**src/rtl/spd_ds_pkg.sv**
```systemverilog
package spd_ds_pkg;

  // Deepest level reachable before the walk wraps back to level 0.
  function automatic int unsigned deepest_level(input int unsigned nspd,
                                                input logic allow_low);
    return allow_low ? (nspd - 1) : (nspd - 2);
  endfunction

endpackage

```
**src/rtl/spd_ds_fail_counter.sv**
```systemverilog
module spd_ds_fail_counter #(
  parameter int LIMIT_W = 2
) (
  input  logic               clk_i,
  input  logic               srst_i,
  input  logic               enable_i,
  input  logic               link_up_i,
  input  logic               fail_i,
  input  logic [LIMIT_W-1:0] limit_sel_i,
  output logic [LIMIT_W-1:0] cnt_o,
  output logic               reach_o
);
  localparam int EXT_W = LIMIT_W + 1;

  logic [LIMIT_W-1:0] cnt_q;
  logic [EXT_W-1:0]   cnt_inc;
  logic [EXT_W-1:0]   limit_val;

  assign cnt_inc   = {1'b0, cnt_q} + EXT_W'(1);
  assign limit_val = {1'b0, limit_sel_i} + EXT_W'(1);
  assign reach_o   = enable_i & fail_i & ~link_up_i & (cnt_inc >= limit_val);

  always_ff @(posedge clk_i) begin
    if (srst_i || !enable_i || link_up_i) begin
      cnt_q <= '0;
    end else if (fail_i) begin
      if (reach_o) cnt_q <= '0;
      else         cnt_q <= cnt_inc[LIMIT_W-1:0];
    end
  end

  assign cnt_o = cnt_q;
endmodule

```
**src/rtl/spd_ds_level_stepper.sv**
```systemverilog
module spd_ds_level_stepper
  import spd_ds_pkg::*;
#(
  parameter int NUM_SPEEDS = 3,
  parameter int LVL_W      = $clog2(NUM_SPEEDS)
) (
  input  logic             clk_i,
  input  logic             srst_i,
  input  logic             enable_i,
  input  logic             allow_low_i,
  input  logic             step_i,
  output logic [LVL_W-1:0] level_d_o,
  output logic [LVL_W-1:0] level_q_o,
  output logic             restart_q_o
);
  logic [LVL_W-1:0] level_q;
  logic [LVL_W-1:0] last_lvl;
  logic             restart_q;

  assign last_lvl = LVL_W'(deepest_level(NUM_SPEEDS, allow_low_i));

  always_comb begin
    level_d_o = level_q;
    if (!enable_i) begin
      level_d_o = '0;
    end else if (step_i) begin
      if (level_q >= last_lvl) level_d_o = '0;
      else                     level_d_o = level_q + LVL_W'(1);
    end
  end

  always_ff @(posedge clk_i) begin
    if (srst_i) begin
      level_q   <= '0;
      restart_q <= 1'b0;
    end else begin
      level_q   <= level_d_o;
      restart_q <= enable_i & step_i;
    end
  end

  assign level_q_o   = level_q;
  assign restart_q_o = restart_q;
endmodule

```
**src/rtl/spd_ds_adv_mask.sv**
```systemverilog
module spd_ds_adv_mask #(
  parameter int NUM_SPEEDS = 3,
  parameter int LVL_W      = $clog2(NUM_SPEEDS)
) (
  input  logic                  clk_i,
  input  logic                  srst_i,
  input  logic                  enable_i,
  input  logic [NUM_SPEEDS-1:0] base_i,
  input  logic [LVL_W-1:0]      level_i,
  output logic [NUM_SPEEDS-1:0] mask_o
);
  logic [NUM_SPEEDS-1:0] keep;
  logic [NUM_SPEEDS-1:0] mask_q;

  // Bit i survives while i + level stays below the speed count.
  for (genvar i = 0; i < NUM_SPEEDS; i++) begin : g_keep
    assign keep[i] = (32'(i) + 32'(level_i)) < 32'(NUM_SPEEDS);
  end

  always_ff @(posedge clk_i) begin
    if (srst_i)         mask_q <= '0;
    else if (!enable_i) mask_q <= base_i;
    else                mask_q <= base_i & keep;
  end

  assign mask_o = mask_q;
endmodule

```
**src/rtl/spd_downshift_ctrl.sv**
```systemverilog
module spd_downshift_ctrl #(
  parameter int NUM_SPEEDS = 3,
  parameter int LIMIT_W    = 2,
  parameter int LVL_W      = $clog2(NUM_SPEEDS)
) (
  input  logic                  clk_i,
  input  logic                  srst_i,
  input  logic                  ds_enable_i,
  input  logic                  allow_low_i,
  input  logic [LIMIT_W-1:0]    limit_sel_i,
  input  logic [NUM_SPEEDS-1:0] base_adv_i,
  input  logic                  attempt_fail_i,
  input  logic                  link_up_i,
  output logic [NUM_SPEEDS-1:0] adv_mask_o,
  output logic                  restart_o,
  output logic [LVL_W-1:0]      level_o
);
  logic [LIMIT_W-1:0] fail_cnt;
  logic               step;
  logic [LVL_W-1:0]   level_d;

  spd_ds_fail_counter #(.LIMIT_W(LIMIT_W)) u_cnt (
    .clk_i       (clk_i),
    .srst_i      (srst_i),
    .enable_i    (ds_enable_i),
    .link_up_i   (link_up_i),
    .fail_i      (attempt_fail_i),
    .limit_sel_i (limit_sel_i),
    .cnt_o       (fail_cnt),
    .reach_o     (step)
  );

  spd_ds_level_stepper #(.NUM_SPEEDS(NUM_SPEEDS), .LVL_W(LVL_W)) u_step (
    .clk_i       (clk_i),
    .srst_i      (srst_i),
    .enable_i    (ds_enable_i),
    .allow_low_i (allow_low_i),
    .step_i      (step),
    .level_d_o   (level_d),
    .level_q_o   (level_o),
    .restart_q_o (restart_o)
  );

  spd_ds_adv_mask #(.NUM_SPEEDS(NUM_SPEEDS), .LVL_W(LVL_W)) u_mask (
    .clk_i    (clk_i),
    .srst_i   (srst_i),
    .enable_i (ds_enable_i),
    .base_i   (base_adv_i),
    .level_i  (level_d),
    .mask_o   (adv_mask_o)
  );
endmodule

```
**config.mk**
```make
export PLATFORM = sky130hd
export DESIGN_NAME = spd_downshift_ctrl
export DESIGN_NICKNAME = d
export VERILOG_FILES = /design/src/rtl/spd_ds_pkg.sv /design/src/rtl/spd_ds_fail_counter.sv /design/src/rtl/spd_ds_level_stepper.sv /design/src/rtl/spd_ds_adv_mask.sv /design/src/rtl/spd_downshift_ctrl.sv
export SDC_FILE = /design/constraint.sdc
export NUM_CORES = 1
export LEC_CHECK = 0
export ABC_CLOCK_PERIOD_IN_PS = 3080
export BUFFER_PORTS_ARGS = -buffer_cell sky130_fd_sc_hd__buf_2
export CAP_MARGIN = 20
export CORE_AREA = 4 4 41 43
export DETAILED_ROUTE_END_ITERATION = 8
export DIE_AREA = 0 0 45 47
export SYNTH_ARGS = -nofsm -noshare
export SYNTH_HDL_FRONTEND = slang
export SYNTH_HIERARCHICAL = 1
export SYNTH_SLANG_ARGS = --single-unit
export TNS_END_PERCENT = 1
```
**constraint.sdc**
```tcl
create_clock -name clk_i -period 3.08 [get_ports clk_i]
set_clock_uncertainty 0.2 [all_clocks]
set_input_delay 0.308 -clock clk_i [delete_from_list [all_inputs] [get_ports clk_i]]
set_output_delay 0.308 -clock clk_i [all_outputs]
set_load 0.02 [all_outputs]
```
== Yosys cells after proc, flatten, opt, wreduce, memory -nomap -nowiden ==
Index checks and enable logic that the tools add are counted.

* Register bits after elaboration: 8
* Input bits: 11
* Output and inout bits: 6
* Logic and storage cells: 29

* Add/sub/neg operators: 5
* $lt $le $gt $ge: 5
* Mux-type cells: 6
* Bitwise operators: 6
* Reductions and logical operators: 3

{| class="wikitable"
|+ Operator list
! cell !! count
|-
| less-than comparator 32 x 2 -> 1 bit (second input constant) || 2
|-
| two-way mux 2 bit || 5
|-
| adder 2 x 1 -> 3 bit (second input constant) || 2
|-
| AND 1 bit || 4
|-
| adder 1 x 2 -> 3 bit (first input constant) || 1
|-
| adder 2 x 2 -> 3 bit (first input constant) || 1
|-
| AND 3 bit || 1
|-
| greater-or-equal comparator 3 bit || 1
|-
| two-way mux 3 bit || 1
|-
| adder 2 x 1 -> 2 bit (second input constant) || 1
|-
| greater-or-equal comparator 2 bit || 1
|-
| logical OR 1 bit || 2
|-
| less-than comparator 2 bit (second input constant) || 1
|-
| logical NOT 1 bit || 1
|-
| inverter 1 bit || 1
|}

== Longest topological paths before layout ==
Gate-level depths: netlist of run 1.

* Depth after elaboration: 9
* Depth in mapped cells: 11
* Gate-level depth less buffers: 11

== Modules after synthesis ==
Netlist of run 1, hierarchy kept.

{| class="wikitable"
|+ By module, submodules not included
! module !! times used !! cells each !! area an instance (sq um) !! sequential area each (sq um)
|-
| spd_ds_fail_counter || 1 || 22 || 203.9 || 40.0
|-
| spd_ds_level_stepper || 1 || 21 || 187.7 || 60.1
|-
| spd_ds_adv_mask || 1 || 9 || 103.8 || 60.1
|}

== Least setup slack after synthesis of run 1 ==
No wires, ideal clock.

* Path type: register to register
* From: reg u_cnt.cnt_q[0] (netlist: u_cnt/cnt_o[0])
* To: reg u_mask.mask_q[2] (netlist: u_mask/mask_o[2])
* Setup time: 115 ps
* Arrival time: 2059 ps
* Setup slack: 706 ps
* Stages on the path, launching flop included: 11
* Buffers on the path: 0
* Path through: dfxtp_1 -> ha_1 -> ha_1 -> nand2_1 -> o21ai_2 -> and4b_1 -> nand2_1 -> a211o_1 -> a21boi_2 -> o21ai_1 -> and3b_1

* Word-level cells in the longest chain between the ends: 9

{| class="wikitable"
|+ RTL lines
! element !! line !! source
|-
| start: declaration || spd_ds_fail_counter.sv:15 || <nowiki>logic [LIMIT_W-1:0] cnt_q;</nowiki>
|-
| start signal: assignment || spd_ds_fail_counter.sv:28 || <nowiki>else cnt_q <= cnt_inc[LIMIT_W-1:0];</nowiki>
|-
| adder 2 x 1 -> 3 bit || spd_ds_fail_counter.sv:19 || <nowiki>assign cnt_inc = {1'b0, cnt_q} + EXT_W'(1);</nowiki>
|-
| greater-or-equal comparator 3 bit || spd_ds_fail_counter.sv:21 || <nowiki>assign reach_o = enable_i & fail_i & ~link_up_i & (cnt_inc >= limit_val);</nowiki>
|-
| AND 1 bit || spd_ds_fail_counter.sv:21 ||
|-
| via step || spd_downshift_ctrl.sv:19 || <nowiki>logic step;</nowiki>
|-
| two-way mux 2 bit || spd_ds_level_stepper.sv:26 || <nowiki>end else if (step_i) begin</nowiki>
|-
| two-way mux 2 bit || spd_ds_level_stepper.sv:24 || <nowiki>if (!enable_i) begin</nowiki>
|-
| via level_d[1] || spd_downshift_ctrl.sv:20 || <nowiki>logic [LVL_W-1:0] level_d;</nowiki>
|-
| adder 2 x 2 -> 3 bit || spd_ds_adv_mask.sv:17 || <nowiki>assign keep[i] = (32'(i) + 32'(level_i)) < 32'(NUM_SPEEDS);</nowiki>
|-
| less-than comparator 32 x 2 -> 1 bit || spd_ds_adv_mask.sv:17 ||
|-
| AND 3 bit || spd_ds_adv_mask.sv:23 || <nowiki>else mask_q <= base_i & keep;</nowiki>
|-
| two-way mux 3 bit || spd_ds_adv_mask.sv:22 || <nowiki>else if (!enable_i) mask_q <= base_i;</nowiki>
|-
| end signal: assignment || spd_ds_adv_mask.sv:22 ||
|-
| end signal: assignment || spd_ds_adv_mask.sv:23 ||
|-
| end: declaration || spd_ds_adv_mask.sv:13 || <nowiki>logic [NUM_SPEEDS-1:0] mask_q;</nowiki>
|}

The timed path passes the listed nets, and every way through them passes these cells.
A chain may end at the register's enable or synchronous reset.

== Worst setup path in the final report of run 1 ==
Ends and elaborated chain as after synthesis.

==> flow_summary.json, run 1 <==
{
  "status": "completed",
  "cts_made_buffers": 3,
  "timing.hold.ws_ns": 0.07903,
  "yosys-top-cells-count": "9 x inv_1, 8 x dfxtp_1, 8 x ha_1",
  "critical_path.cell_chain": "ha_1, ha_1, nand2_1, o21ai_2, and4b_1, nand2_1, a211o_1, a21boi_2, o21ai_1, and3b_1",
  "critPathMaxFanout": 4,
  "die_area_um2": 2115,
  "crit_family": "compound AO/OA/AOI/OAI gates",
  "diodes": 0,
  "total_power_uw": 219.8,
  "cts_setup_buffers": 0,
  "ios": 17,
  "crit_path_end_kind": "register",
  "cts_tree": "built",
  "gp_congestion": 0.6723,
  "rsz0062_at_grt": "no",
  "grt_overflow_total": 0,
  "max_slew_margin": 0.8339,
  "synth_fp_nets": 71,
  "dr.pass1.iters": 4,
  "place_hpwl_um": 678.2,
  "fin_util": 0.4740,
  "powerDensity_nw_per_um2": 356.3,
  "setup_violations": 0,
  "initial_core_util": 0.3808,
  "synthArstFlopShare": 0,
  "synth_area_leader_cell": "dfxtp_1",
  "antenna_found_initial": 0,
  "synth_most_common_cell": "inv_1",
  "synth_cells": 52,
  "areaGrowthSynthToFinish_pct": 24.50,
  "cts_resized": 0,
  "drv_slew": 0,
  "ant_nets": 0,
  "root_buffer": "clkbuf_4",
  "cp.buffers_inverters": 0,
  "slowest_delay_ns": 0.34,
  "core_um2": 1301,
  "clk_latency_ns": 0.25,
  "path_clk_slew_ns": 0.05,
  "syn_area_um2": 495.5,
  "htree_num_levels": 1,
  "grt_usage": 0.09350,
  "grt_max_degree": 9,
  "grt_pass1_vias": 359,
  "grt_pass1_wl_um": 1386,
  "max-vdd-ir-drop_mv": 0.2149,
  "drt_drc_violations_left": 0,
  "drive_gt1_frac": 0.3380,
  "clock-sinks": 8,
  "synth_area_leaders": "dfxtp_1 32%, ha_1 20%, inv_1 6.8%",
  "fin_nets": 92,
  "cp-start-kind": "register",
  "worstHoldPathType": "primary input to register",
  "synth.ff_latch_count": 8,
  "leakagePower_uw": 0.0003008,
  "worst-endpoint-required_ns": 3.02,
  "arrival_ns": 2.47,
  "cap_violations": 0,
  "syn_avg_cell_area_um2": 9.528,
  "synthDominantCellAreaShare": 0.3232,
  "hold_viol_final": 0,
  "yosysSeqAreaShare": 0.3232,
  "wire_per_inst_um": 9.581,
  "tns_ns": 0,
  "dr_total_vias": 397,
  "ctsHoldBuffers": 0,
  "design_area_um2": 616.8,
  "synth_edf_count": 0,
  "wirelength_um": 824,
  "die_x_um": 45,
  "fp.dieH_um": 47,
  "synth_cell_types": 21,
  "synth-warning-count": 6,
  "n_fill_cell": 131,
  "period_needed_ns": 2.531,
  "viasPerCell": 4.616,
  "period_share": 0.8218,
  "postPlaceCellArea_um2": 594.3,
  "io_buffers": 16,
  "yosys_most_used_dff": "dfxtp_1",
  "num_rows": 13,
  "tightest_slew_ns": 0.2486,
  "slowest_stage": "dfxtp_1",
  "drt-initial-drc-count": 5,
  "fmax_mhz": 395.1,
  "crit_type": "register to register",
  "ctsLongestPathBuffers": 2
}
sequential cells by signal, indices dropped and copies added (netlist names):
| name | count |
|---|---|
| u_step/level_q_o | 2 |
| u_mask/mask_o | 3 |
| u_step/restart_q_o | 1 |
| u_cnt/cnt_o | 2 |
per-stage QoR:
stage,instances,worst slack (ns)
after floorplan,52,0.7056
after global placement,83,0.4975
after detailed placement,83,0.5026
after CTS,86,0.5444
after global routing,86,0.4221
final,86,0.5490
worst min-delay path, delay by kind of cell:
family                 cells  cell delay, ns
AOI/OAI and AO/OA          1            0.04
buffers and inverters      2            0.13
power breakdown:
| group | total (uW) | internal [uW] | switching, uW |
|---|---|---|---|
| combinational | 33.8 | 15.7 | 18.1 |
| clock | 78.6 | 44.5 | 34.1 |
| sequential | 107 | 106 | 0.995 |
routing by layer:
layer | GRT usage | share of wire | vias to the layer above
met1 | 0.1193 | 0.52 | 162
met2 | 0.1271 | 0.39 | 13
li1 | - | - | 218
met3 | 0.03448 | 0.064 | 4
met4 | 0.07018 | 0.021 | 0
met5 | 0 | 0 | -
worst paths after layout:
path / startpoint / endpoint / slack (ns) / cells after the start
worst max-delay path: u_cnt/cnt_o[0] / u_mask/mask_o[2] / 0.55 / 10
worst min-delay path: base_adv_i[1] / u_mask/mask_o[1] / 0.08 / 3
worst max register to register: u_cnt/cnt_o[0] / u_mask/mask_o[2] / 0.55 / 10
worst min register to register: u_cnt/cnt_o[1] / u_cnt/cnt_o[1] / 0.27 / 2
kinds of logic (layout without fill, tap and decap cells):
logic type / count (synthesis) / in the layout / share of synthesized area
simple gates: 16 / 16 / 0.2247
fa+ha+maj: 8 / 8 / 0.2020
flops: 8 / 8 / 0.3232
compound gates: 10 / 10 / 0.1616
mux: 1 / 1 / 0.02020
buf+inv: 9 / 28 / 0.06818
placed cells by master (no fill, tap or decap), drive strengths merged:
cell | Yosys | final
nor3b | 1 | 1
a211oi | 1 | 1
a211o | 1 | 1
inv | 9 | 9
a21boi | 1 | 1
dfxtp | 8 | 8
nand3 | 1 | 1
a21oi | 2 | 2
ha | 8 | 8
a311oi | 1 | 1
nand2b | 2 | 2
nor2b | 3 | 3
mux2i | 1 | 1
o21ai | 4 | 4
nand3b | 3 | 3
nor2 | 1 | 1
and3b | 1 | 1
nand2 | 3 | 3
and4b | 1 | 1
buf | 0 | 16
clkbuf | 0 | 3
cell type report:
type | count | area, um2 | share of cell area
flip-flops and latches | 8 | 160.2 | 0.2596
repair buffers | 16 | 80.08 | 0.1298
well taps | 15 | 18.77 | 0.03043
inverters | 9 | 33.78 | 0.05477
multi-input cells | 35 | 301.5 | 0.4888
clock buffers | 3 | 22.52 | 0.03651
(Power assumes the default switching activity.)
==> run 2, diff against run 1 <==
ABC_CLOCK_PERIOD_IN_PS = 2550   (was 3080)
clock period = 2.55 ns   (was 3.08 ns; I/O delays follow)
==> flow_summary.json, run 2 (same netlist as run 1, synthesis figures left out) <==
{
  "status": "completed",
  "power_frac_seq": 0.479,
  "drive_gt1_frac": 0.3649,
  "grt_max_degree": 9,
  "multi_input_area_um2": 301.5,
  "wirelength_um": 890,
  "drt_drc_violations_left": 0,
  "clkPwrFrac": 0.351,
  "grt_overflow_total": 0,
  "clock-sinks": 8,
  "grt_pass1_wl_um": 1476,
  "clk_latency_ns": 0.25,
  "wl_met1_um": 432,
  "setup_violations": 0,
  "dr.pass1.iters": 5,
  "die_x_um": 45,
  "ctsLongestPathBuffers": 2,
  "initial_core_util": 0.3808,
  "grt_pass1_vias": 375,
  "switching_share": 0.2435,
  "cts_resized": 0,
  "worst-endpoint-required_ns": 2.49,
  "arrival_ns": 2.34,
  "critical_path.cell_chain": "ha_1, ha_1, nand2_1, o21ai_2, and4b_1, nand2_1, a211o_1, a21boi_2, o21ai_1, and3b_1",
  "antenna_found_initial": 0,
  "register_area_um2": 160.2,
  "period_share": 0.9420,
  "layout_common_cells": "16 x buf_2, 9 x inv_1, 8 x ha_1, 8 x dfxtp_1",
  "leakagePower_uw": 0.0003180,
  "period_needed_ns": 2.402,
  "io_buffers": 16,
  "gp_congestion": 0.6553,
  "max_slew_margin": 0.8451,
  "slowest_delay_ns": 0.37,
  "fin_ws_ns": 0.1478,
  "fin_nets": 95,
  "slowest_stage": "dfxtp_1",
  "fp.dieH_um": 47,
  "diodes": 0,
  "timing.hold.ws_ns": 0.03102,
  "drv_slew": 0,
  "cp-endpoint": "u_mask/mask_o[2]",
  "ios": 17,
  "r2r_cells": 10,
  "wl_met3_um": 59,
  "fmax_mhz": 416.3,
  "cap_violations": 0,
  "dpl_worst_slack_ns": -0.02750,
  "cts_tree": "built",
  "powerDensity_nw_per_um2": 423.3,
  "crit_path_end_kind": "register",
  "areaGrowthSynthToFinish_pct": 29.04,
  "dr_wl_met2_um": 389,
  "dr_total_vias": 407,
  "die_area_um2": 2115,
  "critPathLaunch": "u_cnt/cnt_o[0]",
  "cp-start-kind": "register",
  "p_sw_uw": 65.91,
  "topRoutingLayerUsed": "met4",
  "crit_type": "register to register",
  "r2r_slack_ns": 0.15,
  "rr_startpoint": "u_cnt/cnt_o[0]",
  "drt-initial-drc-count": 4,
  "layout_commonest_cell": "buf_2",
  "place_hpwl_um": 717.2,
  "wire_per_inst_um": 10.00,
  "dp.cells": 83,
  "path_clk_slew_ns": 0.05,
  "root_buffer": "clkbuf_4",
  "rr_endpoint": "u_mask/mask_o[2]",
  "largest_reg_flops": 3,
  "hold_viol_final": 0,
  "critPathMaxFanout": 4,
  "grt_usage": 0.09675,
  "max-vdd-ir-drop_mv": 0.2441,
  "instances_no_fill": 89,
  "num_rows": 13,
  "n_fill_cell": 132,
  "cts_made_buffers": 3,
  "ant_nets": 0,
  "intPower_uw": 204.7,
  "tightest_slew_ns": 0.2319,
  "comb_power_share": 0.169,
  "core_um2": 1301,
  "worstHoldPathType": "primary input to register",
  "viasPerCell": 4.573,
  "htree_num_levels": 1
}
[run 2: worst min path at each step]
stage / endpoint / start / depth (start not counted) / slack [ns]
after CTS: u_mask/mask_o[1] / base_adv_i[1] / 3 / 0.02
after floorplan: u_mask/mask_o[0] / srst_i / 1 / 0.12
after global placement: u_cnt/cnt_o[1] / u_cnt/cnt_o[1] / 2 / 0.27
after global routing: u_mask/mask_o[0] / base_adv_i[0] / 3 / 0.04
final: u_mask/mask_o[1] / base_adv_i[1] / 3 / 0.03
after detailed placement: u_cnt/cnt_o[1] / u_cnt/cnt_o[1] / 2 / 0.27
[run 2: power groups by stage]
stage | Sequential, uW | Clock (uW) | Combinational, uW
2_1_floorplan | 136 | 0 | 20.0
3_3_place_gp | 132 | 0 | 40.8
3_5_place_dp | 132 | 0 | 42.1
4_1_cts | 130 | 100 | 42.8
5_1_grt | 130 | 107 | 52.3
6_report | 130 | 95.0 | 45.8
[run 2: routing by layer]
metal  vias to the layer above  track usage
met5                         -            0
met4                         0      0.07018
met3                         2      0.02682
met2                        10       0.1384
met1                       168       0.1241
li1                        227            -
[run 2: critical path, delay by kind of cell, from the launching register on]
kind | cells | cell delay [ns]
and+or+nand+nor | 4 | 0.51
AOI/OAI and AO/OA | 4 | 0.68
adders and majority gates | 2 | 0.54
DFF | 1 | 0.37
[run 2: through the flow]
stage / util / instance area (um2) / TNS [ns] / power, uW
2_1_floorplan: - / 495.5 / 0 / 156.2
3_3_place_gp: 0.4567 / 594.3 / -0.02271 / 173.1
3_5_place_dp: 0.4567 / 594.3 / -0.02750 / 174.4
4_1_cts: 0.4798 / 624.3 / 0 / 272.9
5_1_grt: 0.4913 / 639.4 / -0.01098 / 289.3
6_report: 0.4913 / 639.4 / 0 / 270.6
[run 2: timing repair]
item,CTS,global route
pin swaps,1,5
hold buffers,0,0
setup endpoints to repair,1,1
buffers inserted,1,2
[run 2: area by class of cell]
cell class,count,area share
Multi-Input combinational cell,35,0.4716
Sequential cell,8,0.2505
Timing Repair Buffer,19,0.1605
Inverter,9,0.05284
Clock buffer,3,0.03523
Tap cell,15,0.02935
==> run 3, diff against run 2 <==
ABC_AREA = 1   (was default)
CAP_MARGIN = 30   (was 20)
PLACE_DENSITY = 0.64   (was default)
==> flow_summary.json, run 3 <==
{
  "place_hpwl_um": 779.1,
  "clock-sinks": 8,
  "initial_core_util": 0.3962,
  "instances_no_fill": 108,
  "cts_setup_buffers": 0,
  "drive_gt1_frac": 0.2796,
  "synth_most_common_cell": "inv_1",
  "htree_num_levels": 1,
  "antenna_found_initial": 0,
  "ctsHoldBuffers": 0,
  "drt-initial-drc-count": 3,
  "fmax_mhz": 461.2,
  "synth_fp_nets": 93,
  "wl_met3_um": 72,
  "setup_violations": 0,
  "hold_depth": 3,
  "io_buffers": 16,
  "synth_area_leader_cell": "dfxtp_1",
  "crit_path_end_kind": "register",
  "layout_commonest_cell": "inv_1",
  "n_fill_cell": 132,
  "grt_pass1_vias": 405,
  "topRoutingLayerUsed": "met4",
  "diodes": 0,
  "syn_avg_cell_area_um2": 6.966,
  "cap_violations": 0,
  "wl_met1_um": 406,
  "clk_latency_ns": 0.24,
  "r2r_slack_ns": 0.38,
  "synth_cells": 74,
  "tightest_slew_ns": 0.2376,
  "path_clk_slew_ns": 0.05,
  "ctsLongestPathBuffers": 2,
  "rsz0062_at_grt": "no",
  "die_x_um": 45,
  "rr_startpoint": "u_cnt/cnt_o[0]",
  "largest_reg_flops": 3,
  "yosys-top-cells-count": "19 x inv_1, 17 x nand2_1, 9 x nor2_1, 8 x dfxtp_1, 8 x ha_1",
  "dr_total_vias": 466,
  "num_rows": 13,
  "fin_ws_ns": 0.3817,
  "crit_type": "register to register",
  "leakagePower_uw": 0.0003847,
  "dpl_worst_slack_ns": 0.3840,
  "max-vdd-ir-drop_mv": 0.2203,
  "multi_input_area_um2": 276.5,
  "fin_nets": 114,
  "synth_edf_count": 0,
  "period_needed_ns": 2.168,
  "grt_max_degree": 7,
  "wire_per_inst_um": 8.472,
  "synth.ff_latch_count": 8,
  "ios": 17,
  "ant_nets": 0,
  "cts_tree": "built",
  "yosysSeqAreaShare": 0.3107,
  "gp_congestion": 0.6782,
  "grt_usage": 0.09833,
  "worstHoldPathType": "primary input to register",
  "cp-start-kind": "register",
  "hold_viol_final": 0,
  "cts_resized": 0,
  "min_from": "base_adv_i[1]",
  "areaGrowthSynthToFinish_pct": 23.54,
  "grt_overflow_total": 0,
  "status": "completed",
  "tns_ns": 0,
  "synth_cell_types": 13,
  "viasPerCell": 4.315,
  "syn_area_um2": 515.5,
  "rr_endpoint": "u_mask/mask_o[0]",
  "drt_drc_violations_left": 0,
  "core_um2": 1301,
  "synthDominantCellAreaShare": 0.3107,
  "r2r_cells": 14,
  "drv_slew": 0,
  "synthArstFlopShare": 0,
  "synth_area_leaders": "dfxtp_1 31%, ha_1 19%, inv_1 14%",
  "worst-endpoint-required_ns": 2.49,
  "total_power_uw": 271.2,
  "layout_common_cells": "19 x inv_1, 17 x nand2_1, 16 x buf_2",
  "grt_pass1_wl_um": 1504,
  "arrival_ns": 2.11,
  "cts_made_buffers": 3,
  "register_area_um2": 160.2,
  "dr.pass1.iters": 4,
  "die_area_um2": 2115,
  "max_slew_margin": 0.8404,
  "root_buffer": "clkbuf_4",
  "powerDensity_nw_per_um2": 425.9,
  "hold_end": "u_mask/mask_o[1]",
  "dr_wl_met2_um": 426,
  "dp.cells": 105,
  "fp.dieH_um": 47,
  "critPathMaxFanout": 4,
  "period_share": 0.8503,
  "synth-warning-count": 6,
  "wirelength_um": 915,
  "yosys_most_used_dff": "dfxtp_1"
}
run 3: cell types whose count changed in the layout (fill, tap and decap cells not counted), moves of 3 or more:
cell / change
inv_1: +10
nand2_1: +14
buf_4: -3
nor2b_1: -3
nand3b_1: -3
nor2_1: +8
o21ai_1: -3
run 3: layout make-up:
type / instances / share of cell area
clock buffer: 3 / 0.03536
inverter: 21 / 0.1238
multi-input combinational: 45 / 0.4342
sequential: 8 / 0.2515
tap: 15 / 0.02947
timing repair buffer: 16 / 0.1257
run 3: layer usage:
metal | vias up | track usage
met5 | - | 0
met2 | 14 | 0.1695
met3 | 2 | 0.02682
met1 | 187 | 0.1103
met4 | 0 | 0.05263
li1 | 263 | -
run 3: worst max-delay path: stages, from the launching register on:
cell and delay (ns):
dfxtp_1 0.34, ha_1 0.32, ha_1 0.30, nand2_1 0.06
inv_1 0.04, nand2_1 0.04, nand2_1 0.05, nand2_1 0.07
inv_1 0.09, inv_2 0.09, nor2_1 0.06, nor3_1 0.20
nand3_1 0.10, nand2_1 0.07, inv_1 0.04
run 3: metrics by stage:
stage	hold slack, ns	util	instance area (um2)
after floorplan	0.1219	-	515.5
after global placement	0.2915	0.4721	614.3
after detailed placement	0.2944	0.4721	614.3
after CTS	0.03402	0.4894	636.9
after global routing	0.05151	0.4894	636.9
final	0.04458	0.4894	636.9
run 3: cell families after synthesis:
kind of cell	count (synthesis)	share of synthesized area
muxes	1	0.01942
adders and majority gates	8	0.1942
AOI/OAI and AO/OA	3	0.05098
and+or+nand+nor	33	0.2719
DFF	8	0.3107
buffers and inverters	21	0.1529
run 3: worst max path at each step:
| stage | from | to |
|---|---|---|
| finish | u_cnt/cnt_o[0] | u_mask/mask_o[0] |
| global route | u_cnt/cnt_o[0] | u_mask/mask_o[2] |
| CTS | u_cnt/cnt_o[0] | u_mask/mask_o[0] |
| detailed placement | u_cnt/cnt_o[0] | u_mask/mask_o[0] |
| global placement | u_cnt/cnt_o[0] | u_mask/mask_o[0] |
| floorplan | u_cnt/cnt_o[0] | u_mask/mask_o[0] |
run 3: report_power, final:
| group | internal [uW] | switching (uW) | total, uW |
|---|---|---|---|
| clock network | 53.7 | 40.1 | 93.8 |
| registers | 129 | 1.37 | 130 |
| logic | 19.2 | 28.0 | 47.1 |
